[config.mk]
export PLATFORM = sky130hd
export DESIGN_NAME = rdt_readout_timer
export DESIGN_NICKNAME = d
export VERILOG_FILES = /design/src/rtl/rdt_pkg.sv /design/src/rtl/rdt_shadow.sv /design/src/rtl/rdt_counters.sv /design/src/rtl/rdt_addr_map.sv /design/src/rtl/rdt_readout_timer.sv
export SDC_FILE = /design/constraint.sdc
export NUM_CORES = 1
export LEC_CHECK = 0
export ABC_AREA = 1
export BUFFER_PORTS_ARGS = -buffer_cell sky130_fd_sc_hd__buf_2
export CORE_MARGIN = 2
export CORE_UTILIZATION = 55
export DETAILED_ROUTE_END_ITERATION = 8
export GPL_TIMING_DRIVEN = 1
export PLACE_DENSITY_LB_ADDON = 0.1
export SETUP_SLACK_MARGIN = 0.2
export SYNTH_ARGS = -nofsm -noshare
export SYNTH_HDL_FRONTEND = slang
export SYNTH_SLANG_ARGS = --single-unit
[constraint.sdc]
create_clock -name clk -period 5.26 [get_ports clk]
set_input_delay 0.526 -clock clk [delete_from_list [all_inputs] [get_ports clk]]
set_output_delay 0.526 -clock clk [all_outputs]
set_load 0.01 [all_outputs]
[src/rtl/rdt_pkg.sv]
package rdt_pkg;

  typedef enum logic [1:0] {
    SKIP_NONE    = 2'd0,
    SKIP_HALF    = 2'd1,
    SKIP_QUARTER = 2'd2,
    SKIP_QUART_B = 2'd3
  } skip_e;

  function automatic logic [1:0] skip_shift(input logic [1:0] code);
    logic [1:0] s;
    case (skip_e'(code))
      SKIP_NONE:    s = 2'd0;
      SKIP_HALF:    s = 2'd1;
      default:      s = 2'd2;
    endcase
    return s;
  endfunction

endpackage

[src/rtl/rdt_shadow.sv]
module rdt_shadow #(
  parameter int HW = 10,
  parameter int VW = 9,
  parameter int BW = 8,
  parameter int LW = 14
) (
  input  logic          clk,
  input  logic          rst_n,
  input  logic          load,
  input  logic [HW-1:0] in_hstart,
  input  logic [VW-1:0] in_vstart,
  input  logic [HW-1:0] in_hsize,
  input  logic [VW-1:0] in_vsize,
  input  logic [BW-1:0] in_blank,
  input  logic [LW-1:0] in_lpf,
  input  logic [1:0]    in_skip,
  output logic [HW-1:0] sh_hstart,
  output logic [VW-1:0] sh_vstart,
  output logic [HW-1:0] sh_hsize,
  output logic [VW-1:0] sh_vsize,
  output logic [BW-1:0] sh_blank,
  output logic [LW-1:0] sh_lpf,
  output logic [1:0]    sh_skip
);

  always_ff @(posedge clk or negedge rst_n) begin
    if (!rst_n) begin
      sh_hstart <= '0;
      sh_vstart <= '0;
      sh_hsize  <= '0;
      sh_vsize  <= '0;
      sh_blank  <= '0;
      sh_lpf    <= '0;
      sh_skip   <= '0;
    end else if (load) begin
      sh_hstart <= in_hstart;
      sh_vstart <= in_vstart;
      sh_hsize  <= in_hsize;
      sh_vsize  <= in_vsize;
      sh_blank  <= in_blank;
      sh_lpf    <= in_lpf;
      sh_skip   <= in_skip;
    end
  end

endmodule

[src/rtl/rdt_counters.sv]
module rdt_counters #(
  parameter int CW = 11,
  parameter int LW = 14
) (
  input  logic          clk,
  input  logic          rst_n,
  input  logic          run,
  input  logic [CW-1:0] line_last,
  input  logic [LW-1:0] frame_last,
  output logic [CW-1:0] hcnt,
  output logic [LW-1:0] vcnt,
  output logic          eof
);

  logic          eol;
  logic [CW-1:0] hcnt_d;
  logic [LW-1:0] vcnt_d;

  always_comb begin
    eol    = hcnt >= line_last;
    eof    = eol && (vcnt >= frame_last);
    hcnt_d = hcnt;
    vcnt_d = vcnt;
    if (run) begin
      if (eol) begin
        hcnt_d = '0;
        vcnt_d = eof ? '0 : vcnt + 1'b1;
      end else begin
        hcnt_d = hcnt + 1'b1;
      end
    end
  end

  always_ff @(posedge clk or negedge rst_n) begin
    if (!rst_n) begin
      hcnt <= '0;
      vcnt <= '0;
    end else begin
      hcnt <= hcnt_d;
      vcnt <= vcnt_d;
    end
  end

endmodule

[src/rtl/rdt_addr_map.sv]
module rdt_addr_map #(
  parameter int IW = 11,
  parameter int OW = 10
) (
  input  logic [OW-1:0] base,
  input  logic [IW-1:0] idx,
  input  logic [1:0]    shift,
  output logic [OW-1:0] addr
);

  localparam int SW = (IW > OW ? IW : OW) + 4;

  logic [SW-1:0] pair;
  logic [SW-1:0] offset;
  logic [SW-1:0] sum;

  always_comb begin
    pair   = SW'(idx >> 1);
    offset = (pair << ({1'b0, shift} + 3'd1)) | SW'(idx[0]);
    sum    = SW'(base) + offset;
    addr   = sum[OW-1:0];
  end

endmodule

[src/rtl/rdt_readout_timer.sv]
module rdt_readout_timer #(
  parameter int HW = 10,
  parameter int VW = 9,
  parameter int BW = 8,
  parameter int LW = 14,
  parameter int DW = 10
) (
  input  logic          clk,
  input  logic          rst_n,
  input  logic [HW-1:0] cfg_hstart,
  input  logic [VW-1:0] cfg_vstart,
  input  logic [HW-1:0] cfg_hsize,
  input  logic [VW-1:0] cfg_vsize,
  input  logic [BW-1:0] cfg_blank,
  input  logic [LW-1:0] cfg_lpf,
  input  logic [1:0]    cfg_skip,
  input  logic [DW-1:0] pix_in,
  output logic          hsync,
  output logic          vsync,
  output logic          pix_valid,
  output logic [DW-1:0] pix_out,
  output logic [VW-1:0] row_addr,
  output logic [HW-1:0] col_addr
);
  import rdt_pkg::*;

  localparam int NPW = HW + 1;
  localparam int NLW = VW + 1;
  localparam int CW  = (BW > NPW ? BW : NPW) + 1;
  localparam int RW  = (LW > NLW ? LW : NLW);

  logic          start_q;
  logic          eof;
  logic          load;
  logic [HW-1:0] sh_hstart, sh_hsize;
  logic [VW-1:0] sh_vstart, sh_vsize;
  logic [BW-1:0] sh_blank;
  logic [LW-1:0] sh_lpf;
  logic [1:0]    sh_skip;
  logic [1:0]    shift;
  logic [NPW-1:0] npix;
  logic [NLW-1:0] nlines;
  logic [CW-1:0] line_last;
  logic [LW-1:0] frame_last;
  logic [CW-1:0] hcnt;
  logic [LW-1:0] vcnt;
  logic [CW-1:0] kcol;
  logic          hs_i, line_ok, pv_i;
  logic [HW-1:0] col_map;
  logic [VW-1:0] row_map;

  always_ff @(posedge clk or negedge rst_n) begin
    if (!rst_n) start_q <= 1'b1;
    else        start_q <= 1'b0;
  end

  assign load = start_q | eof;

  rdt_shadow #(.HW(HW), .VW(VW), .BW(BW), .LW(LW)) u_shadow (
    .clk(clk), .rst_n(rst_n), .load(load),
    .in_hstart(cfg_hstart), .in_vstart(cfg_vstart),
    .in_hsize(cfg_hsize), .in_vsize(cfg_vsize),
    .in_blank(cfg_blank), .in_lpf(cfg_lpf), .in_skip(cfg_skip),
    .sh_hstart(sh_hstart), .sh_vstart(sh_vstart),
    .sh_hsize(sh_hsize), .sh_vsize(sh_vsize),
    .sh_blank(sh_blank), .sh_lpf(sh_lpf), .sh_skip(sh_skip)
  );

  always_comb begin
    shift      = skip_shift(sh_skip);
    npix       = ({1'b0, sh_hsize} + 1'b1) >> shift;
    nlines     = ({1'b0, sh_vsize} + 1'b1) >> shift;
    line_last  = CW'(sh_blank) + CW'(npix);
    frame_last = (sh_lpf == '0) ? '0 : sh_lpf - 1'b1;
  end

  rdt_counters #(.CW(CW), .LW(LW)) u_cnt (
    .clk(clk), .rst_n(rst_n), .run(!start_q),
    .line_last(line_last), .frame_last(frame_last),
    .hcnt(hcnt), .vcnt(vcnt), .eof(eof)
  );

  always_comb begin
    kcol    = hcnt - CW'(sh_blank) - 1'b1;
    hs_i    = !start_q && (hcnt > CW'(sh_blank));
    line_ok = RW'(vcnt) < RW'(nlines);
    pv_i    = hs_i && line_ok;
  end

  rdt_addr_map #(.IW(CW), .OW(HW)) u_col_map (
    .base(sh_hstart), .idx(kcol), .shift(shift), .addr(col_map)
  );

  rdt_addr_map #(.IW(LW), .OW(VW)) u_row_map (
    .base(sh_vstart), .idx(vcnt), .shift(shift), .addr(row_map)
  );

  always_comb begin
    hsync     = hs_i;
    vsync     = !start_q && (vcnt == '0);
    pix_valid = pv_i;
    pix_out   = pv_i ? pix_in  : '0;
    row_addr  = pv_i ? row_map : '0;
    col_addr  = pv_i ? col_map : '0;
  end

endmodule

Word-level counts from Yosys, hierarchy flattened
Index checks and enable logic that the tools add are counted.
{"block": "totals", "reg_bits": 89, "latch_bits": 0, "mem_bits_rw": 0, "mem_bits_ro": 0, "input_bits": 74, "output_inout_bits": 32, "wordCells": 50, "memories": 0}
{"block": "classes", "n_addsub": 11, "mul": 0, "div": 0, "magnitude_cmp": 4, "eq_ne": 1, "shifts": 4, "muxes": 7, "n_bitwise": 4, "n_reduce_logical": 9}
{"op": "$logic_not A14 Y1", "count": 2}
{"op": "$mux W14", "count": 2}
{"op": "$mux W10", "count": 2}
{"op": "$add A14 B1 Y14 const B", "count": 1}
{"op": "$ge A14 B14 Y1", "count": 1}
{"op": "$lt A14 B10 Y1", "count": 1}
{"op": "$sub A14 B1 Y14 const B", "count": 1}
{"op": "$shl A13 B3 Y9", "count": 1}
{"op": "$add A12 B1 Y12 const B", "count": 1}
{"op": "$add A8 B11 Y12", "count": 1}
{"op": "$ge A12 B12 Y1", "count": 1}
{"op": "$gt A12 B8 Y1", "count": 1}
{"op": "$mux W12", "count": 1}
{"op": "$sub A12 B1 Y12 const B", "count": 1}
{"op": "$sub A12 B8 Y12", "count": 1}
{"op": "$add A10 B1 Y11 const B", "count": 1}
{"op": "$shl A11 B3 Y10", "count": 1}
{"op": "$shr A11 B2 Y11", "count": 1}
{"op": "$add A10 B10 Y10", "count": 1}
{"op": "$add A9 B1 Y10 const B", "count": 1}
{"op": "$or A10 B1 Y10", "count": 1}
{"op": "$shr A10 B2 Y10", "count": 1}
{"op": "$add A9 B9 Y9", "count": 1}
{"op": "$mux W9", "count": 1}
{"op": "10 further kinds", "count": 13}

Logic depth before layout (Yosys ltp)
{"block": "logic_depth", "word_depth": 7, "ltp_mapped": 33, "ltp_nobuf": 32}

By module
A second synthesis with hierarchy kept.
{"block": "unflattened", "cells_unflattened": 1269, "area_unflattened_um2": 8508.2}
{"mod": "rdt_readout_timer", "instances": 1, "cells_each": 424, "area_per_inst_um2": 2416.1, "seq_area_each_um2": 26.3}
{"mod": "rdt_shadow", "instances": 1, "cells_each": 262, "area_per_inst_um2": 2382.3, "seq_area_each_um2": 1551.5}
{"mod": "rdt_counters", "instances": 1, "cells_each": 333, "area_per_inst_um2": 2265.9, "seq_area_each_um2": 650.6}
{"mod": "rdt_addr_map (u_col_map)", "instances": 1, "cells_each": 140, "area_per_inst_um2": 785.8, "seq_area_each_um2": 0.0}
{"mod": "rdt_addr_map (u_row_map)", "instances": 1, "cells_each": 110, "area_per_inst_um2": 658.1, "seq_area_each_um2": 0.0}

Worst setup path before layout
Ideal clock, no wire load.
{"block": "synth_timing", "path_kind": "register to register", "startpoint": "register u_shadow.sh_skip[1]", "endpoint": "register u_shadow.sh_hsize[5]", "setup_ps": 117, "t_arrival_ps": 3731, "required_time_ps": 5143, "path_slack_ps": 1412, "stages_incl_launch_ff": 28, "path_buffers": 5, "period_less_slack_ps": 3848, "path_cell_list": "dfrtp_1 buf_2 buf_1 clkbuf_1 o21ai_0 ha_1 nand3_1 nand2_1 a21oi_1 o21ai_0 nand3_1 nand2_1 nand2_1 nand2_1 nand2_1 nand2_1 nand2_1 ha_1 a21oi_1 o21ai_0 a21oi_1 nand3_1 nand2_1 nand2_1 buf_6 buf_4 nand2_1 nand2_1"}
{"block": "synth_between", "elab_chain_cells": 7, "elab_cells_between_ends": 8, "cone_classes": "add/sub: 1; order compare: 1; eq/ne: 1; shift: 1; mux: 1; bitwise: 1; reduce/logical: 2"}
{"element": "from (decl)", "line": "rdt_shadow.sv:23", "source": "output logic [1:0] sh_skip"}
{"element": "from (signal assigned)", "line": "rdt_shadow.sv:42", "source": "sh_skip <= in_skip;"}
{"element": "$eq A2 B1 Y1 / $logic_not A2 Y1 (equally long branches)", "line": "rdt_pkg.sv:12", "source": "case (skip_e'(code))"}
{"element": "$pmux W2 S2 *", "line": "rdt_pkg.sv:12"}
{"element": "$shr A11 B2 Y11 *", "line": "rdt_readout_timer.sv:71", "source": "npix = ({1'b0, sh_hsize} + 1'b1) >> shift;"}
{"element": "$add A8 B11 Y12 *", "line": "rdt_readout_timer.sv:73", "source": "line_last = CW'(sh_blank) + CW'(npix);"}
{"element": "$ge A12 B12 Y1 *", "line": "rdt_counters.sv:20", "source": "eol = hcnt >= line_last;"}
{"element": "$logic_and A1 B1 Y1 *", "line": "rdt_counters.sv:21", "source": "eof = eol && (vcnt >= frame_last);"}
{"element": "$or A1 B1 Y1 *", "line": "rdt_readout_timer.sv:57", "source": "assign load = start_q | eof;"}
{"element": "to (signal assigned)", "line": "rdt_shadow.sv:38", "source": "sh_hsize <= in_hsize;"}
{"element": "to (decl)", "line": "rdt_shadow.sv:19", "source": "output logic [HW-1:0] sh_hsize,"}
Every way passes the cells marked *; elsewhere a longest branch is shown, timed or not.
A chain may end at the register's enable or synchronous reset.

Worst setup path after layout
{"block": "layout_timing", "startpoint": "register u_shadow.sh_hsize[0]", "endpoint": "register u_shadow.sh_lpf[13]"}
{"block": "layout_between", "elab_chain_cells": 6}
{"element": "$add A10 B1 Y11", "line": "rdt_readout_timer.sv:71"}
{"element": "$shr A11 B2 Y11", "line": "rdt_readout_timer.sv:71"}
{"element": "$add A8 B11 Y12", "line": "rdt_readout_timer.sv:73"}
{"element": "$ge A12 B12 Y1", "line": "rdt_counters.sv:20"}
{"element": "$logic_and A1 B1 Y1", "line": "rdt_counters.sv:21"}
{"element": "$or A1 B1 Y1", "line": "rdt_readout_timer.sv:57"}
{"element": "to (signal assigned)", "line": "rdt_shadow.sv:41", "source": "sh_lpf <= in_lpf;"}
{"element": "to (decl)", "line": "rdt_shadow.sv:22", "source": "output logic [LW-1:0] sh_lpf,"}
Every way passes these cells.

==> flow_metrics.tcl <==
set metrics [dict create \
    r2r_cells 25 \
    finalMaxSlewViolations 0 \
    fill_cells 1320 \
    reg2reg_to "u_shadow.sh_lpf[13]" \
    yosysWarnings 0 \
    hold_viol 0 \
    drt_iter0_markers 412 \
    fin_cells 1370 \
    first_pass_iters 6 \
    crit_end "u_shadow.sh_lpf[13]" \
    fp.coreArea_sq_um 13800 \
    dpl.hpwl_um 14500 \
    yosysSeqAreaShare 0.288 \
    drive_gt1_frac 0.155 \
    r2r-start "u_shadow.sh_hsize[0]" \
    synthXorXnorAreaFrac 0.0600 \
    status "finished clean" \
    die_x_um 123 \
    finClkSkew_ns 0.00921 \
    overflow 0 \
    port_buffers 105 \
    period_needed_ns 4.49 \
    ys_ff_latch 89 \
    grtUsageTotal 0.268 \
    max-cap-violations 0 \
    power_w 0.00423 \
    row_count 43 \
    rsz0062_at_grt "yes" \
    fin_nets 1339 \
    relSlewSlack 0.455 \
    drc 0 \
    initial_core_util 0.559 \
    setup_viol 0 \
    cts_buffer_depth 2 \
    synthSimpleGateAreaFrac 0.319 \
    synth_compound_gate_area_share 0.110 \
    ys_types 49 \
    grt_pass1_wl_um 31800 \
    synth-edff-count 0 \
    regArea_sq_um 2230 \
    grt_pass1_vias 6708 \
    antenna_found_initial 0 \
    avgSynthCellArea_sq_um 7.09 \
    num_antenna_cells 0 \
    gp_congestion 0.924 \
    numCtsBuffers 9 \
    fp.dieH_um 123 \
    leakage_nw 4.64 \
    wl_um 19200 \
    ios 106 \
    syn_nets 1245 \
    grt_max_degree 65 \
    ant_nets 0 \
    start_kind "register" \
    hold_class "primary input to asynchronous set/reset pin" \
    crit_start "u_shadow.sh_hsize[0]" \
    multi_input_area_sq_um 4830 \
    dpl.cell_count 1351 \
    path_max_fanout 45 \
    die_area_sq_um 15000 \
    yosysTopAreaCell "dfrtp_1" \
    endpoint_kind "register" \
    crit_arrival_ns 4.77 \
    netlist_area_sq_um 7730 \
    crit_required_ns 5.54 \
    r2r_slack_ns 0.77 \
    areaGrowthSynthToFinish_pct 12.4 \
    synthTopCellsByArea "dfrtp_1 28%, nand2_1 15%, ha_1 12%, nand3_1 6.2%, inv_1 5.9%" \
    insertion_delay_ns 0.36 \
    cts_max_level 3 \
    worstSetupPathType "register to register" \
    worst_slew_pin_slew_ns 0.818 \
    synth_cells 1091 \
    powerDensity_nw_per_um2 487 \
    peakVddDrop_mv 0.214 \
    min_period_over_period 0.853 \
    vias 7269 \
    muxShareOfSynthArea 0 \
    synth_top_family_by_area "simple AND/OR/NAND/NOR gates" \
    fmax_ghz 0.223 \
    cts_tree "built" \
    synth_top_area_share 0.285 \
    setup_tns_ns 0 \
    ctsHoldBuffers 0 \
    holdWs_ns 0.0889 \
    clk_pin_slew_ns 0.07 \
    clock-root-buffer "clkbuf_16" \
    postSynth.asyncResetShare 1.00 \
    cts.sinks 89 \
    synthAdderAreaFrac 0.133 \
    ys.flop_type "dfrtp_1" \
    wl_per_cell_um 14.0 \
    avgViaCountPerCell 5.31 \
]
## final cells by class
class | instances | area share
inverter | 125 | 0.0544
timing repair buffer | 119 | 0.0747
tap | 180 | 0.0259
multi-input combinational | 840 | 0.555
clock inverter | 7 | 0.00662
sequential | 89 | 0.256
clock buffer | 9 | 0.0259
timing repair inverter | 1 | 0.000864
## flip-flops by register name, summed over array words and instances (netlist names)
| signal | count |
|---|---|
| u_cnt.vcnt | 14 |
| u_shadow.sh_hsize | 10 |
| u_shadow.sh_vsize | 9 |
| u_shadow.sh_blank | 8 |
| start_q | 1 |
| u_cnt.hcnt | 12 |
| u_shadow.sh_vstart | 9 |
| u_shadow.sh_lpf | 14 |
| u_shadow.sh_skip | 2 |
| u_shadow.sh_hstart | 10 |
## cells by family after synthesis
logic type	Yosys count
other cells	2
fa+ha+maj	80
xor+xnor	53
compound gates	153
buf+inv	162
simple gates	552
flops	89
## cells in the final DEF, fill, tap and decap left out, types with 2 or more instances in the layout
cell type and n:
a21oi_1 56, a221oi_1 2, a22oi_1 6, a31oi_1 3
buf_2 104, buf_4 13, clkbuf_16 9, clkinv_4 4
clkinvlp_4 5, conb_1 2, dfrtp_1 88, fa_1 4
ha_1 76, inv_1 120, inv_2 3, nand2_1 300
nand2_2 5, nand3_1 96, nand3b_1 6, nand4_1 14
nor2_1 76, nor2_2 19, nor2_4 12, nor3_1 8
nor4_1 6, o211ai_1 4, o21ai_0 48, o21ai_1 14
o21bai_1 3, o221ai_1 4, o22ai_1 8, or2_2 3
xnor2_1 24, xor2_1 29
## worst max-delay path: stages (launching register included)
cell,delay (ns)
dfrtp_1,0.41
and3_1,0.21
xor2_1,0.27
nand2_1,0.08
o21ai_0,0.11
a221oi_1,0.13
ha_1,0.23
fa_1,0.41
nand3_1,0.12
nand2_1,0.06
nand2_1,0.08
nand2_1,0.05
a21o_1,0.18
nand3_1,0.07
nand2_1,0.08
xnor2_1,0.14
ha_1,0.27
nand2_1,0.04
nor2_1,0.18
nand3_1,0.13
nand3_1,0.15
nand2_1,0.10
nand2_2,0.35
buf_6,0.35
nand2_1,0.11
o21ai_1,0.09
## what timing repair did
| action | CTS | global route |
|---|---|---|
| gates resized for setup | 0 | 4 |
| setup endpoints to repair | 0 | 67 |
| setup buffers | 0 | 2 |
## routing by layer
layer / GRT usage / wire (um) / vias up
li1: - / - / 3750
met1: 0.374 / 8930 / 3290
met2: 0.428 / 8750 / 201
met3: 0.0362 / 1080 / 28
met4: 0.0941 / 397 / 0
met5: 0 / 0 / -
## where the power goes
part	switching (W)	internal [W]	total, W
clock	0.000297	0.000323	0.000621
combinational	0.00159	0.000977	0.00257
sequential	0.000204	0.000837	0.00104
## through the flow
stage                     utilization  area (sq um)  worst slack, ns
after detailed placement        0.605          8370            0.587
final                           0.629          8690            0.772
after CTS                       0.625          8650            0.555
after global placement          0.605          8370            0.787
after floorplan                     -          7730             1.41
after global routing            0.629          8690            0.167
## synthesized netlist by cell type (16+ instances only)
library cell  count
inv_1           121
ha_1             76
xnor2_1          24
nor2_1           77
nand2_1         301
o21ai_0          48
nor2_2           18
nand3_1          96
clkbuf_1         16
dfrtp_1          88
xor2_1           29
a21oi_1          56
## how the worst min path moves through the flow
stage,start,endpoint,slack (ns),cells past startpoint
detailed placement,rst_n,u_shadow.sh_hsize[7],0.47,1
floorplan,rst_n,u_cnt.hcnt[0],0.23,0
finish,rst_n,u_shadow.sh_blank[6],0.09,1
global route,rst_n,u_shadow.sh_blank[6],0.10,1
global placement,rst_n,u_shadow.sh_hsize[6],0.46,1
CTS,rst_n,u_shadow.sh_blank[6],0.09,1
No activity file was read; power rests on OpenSTA's default activity.
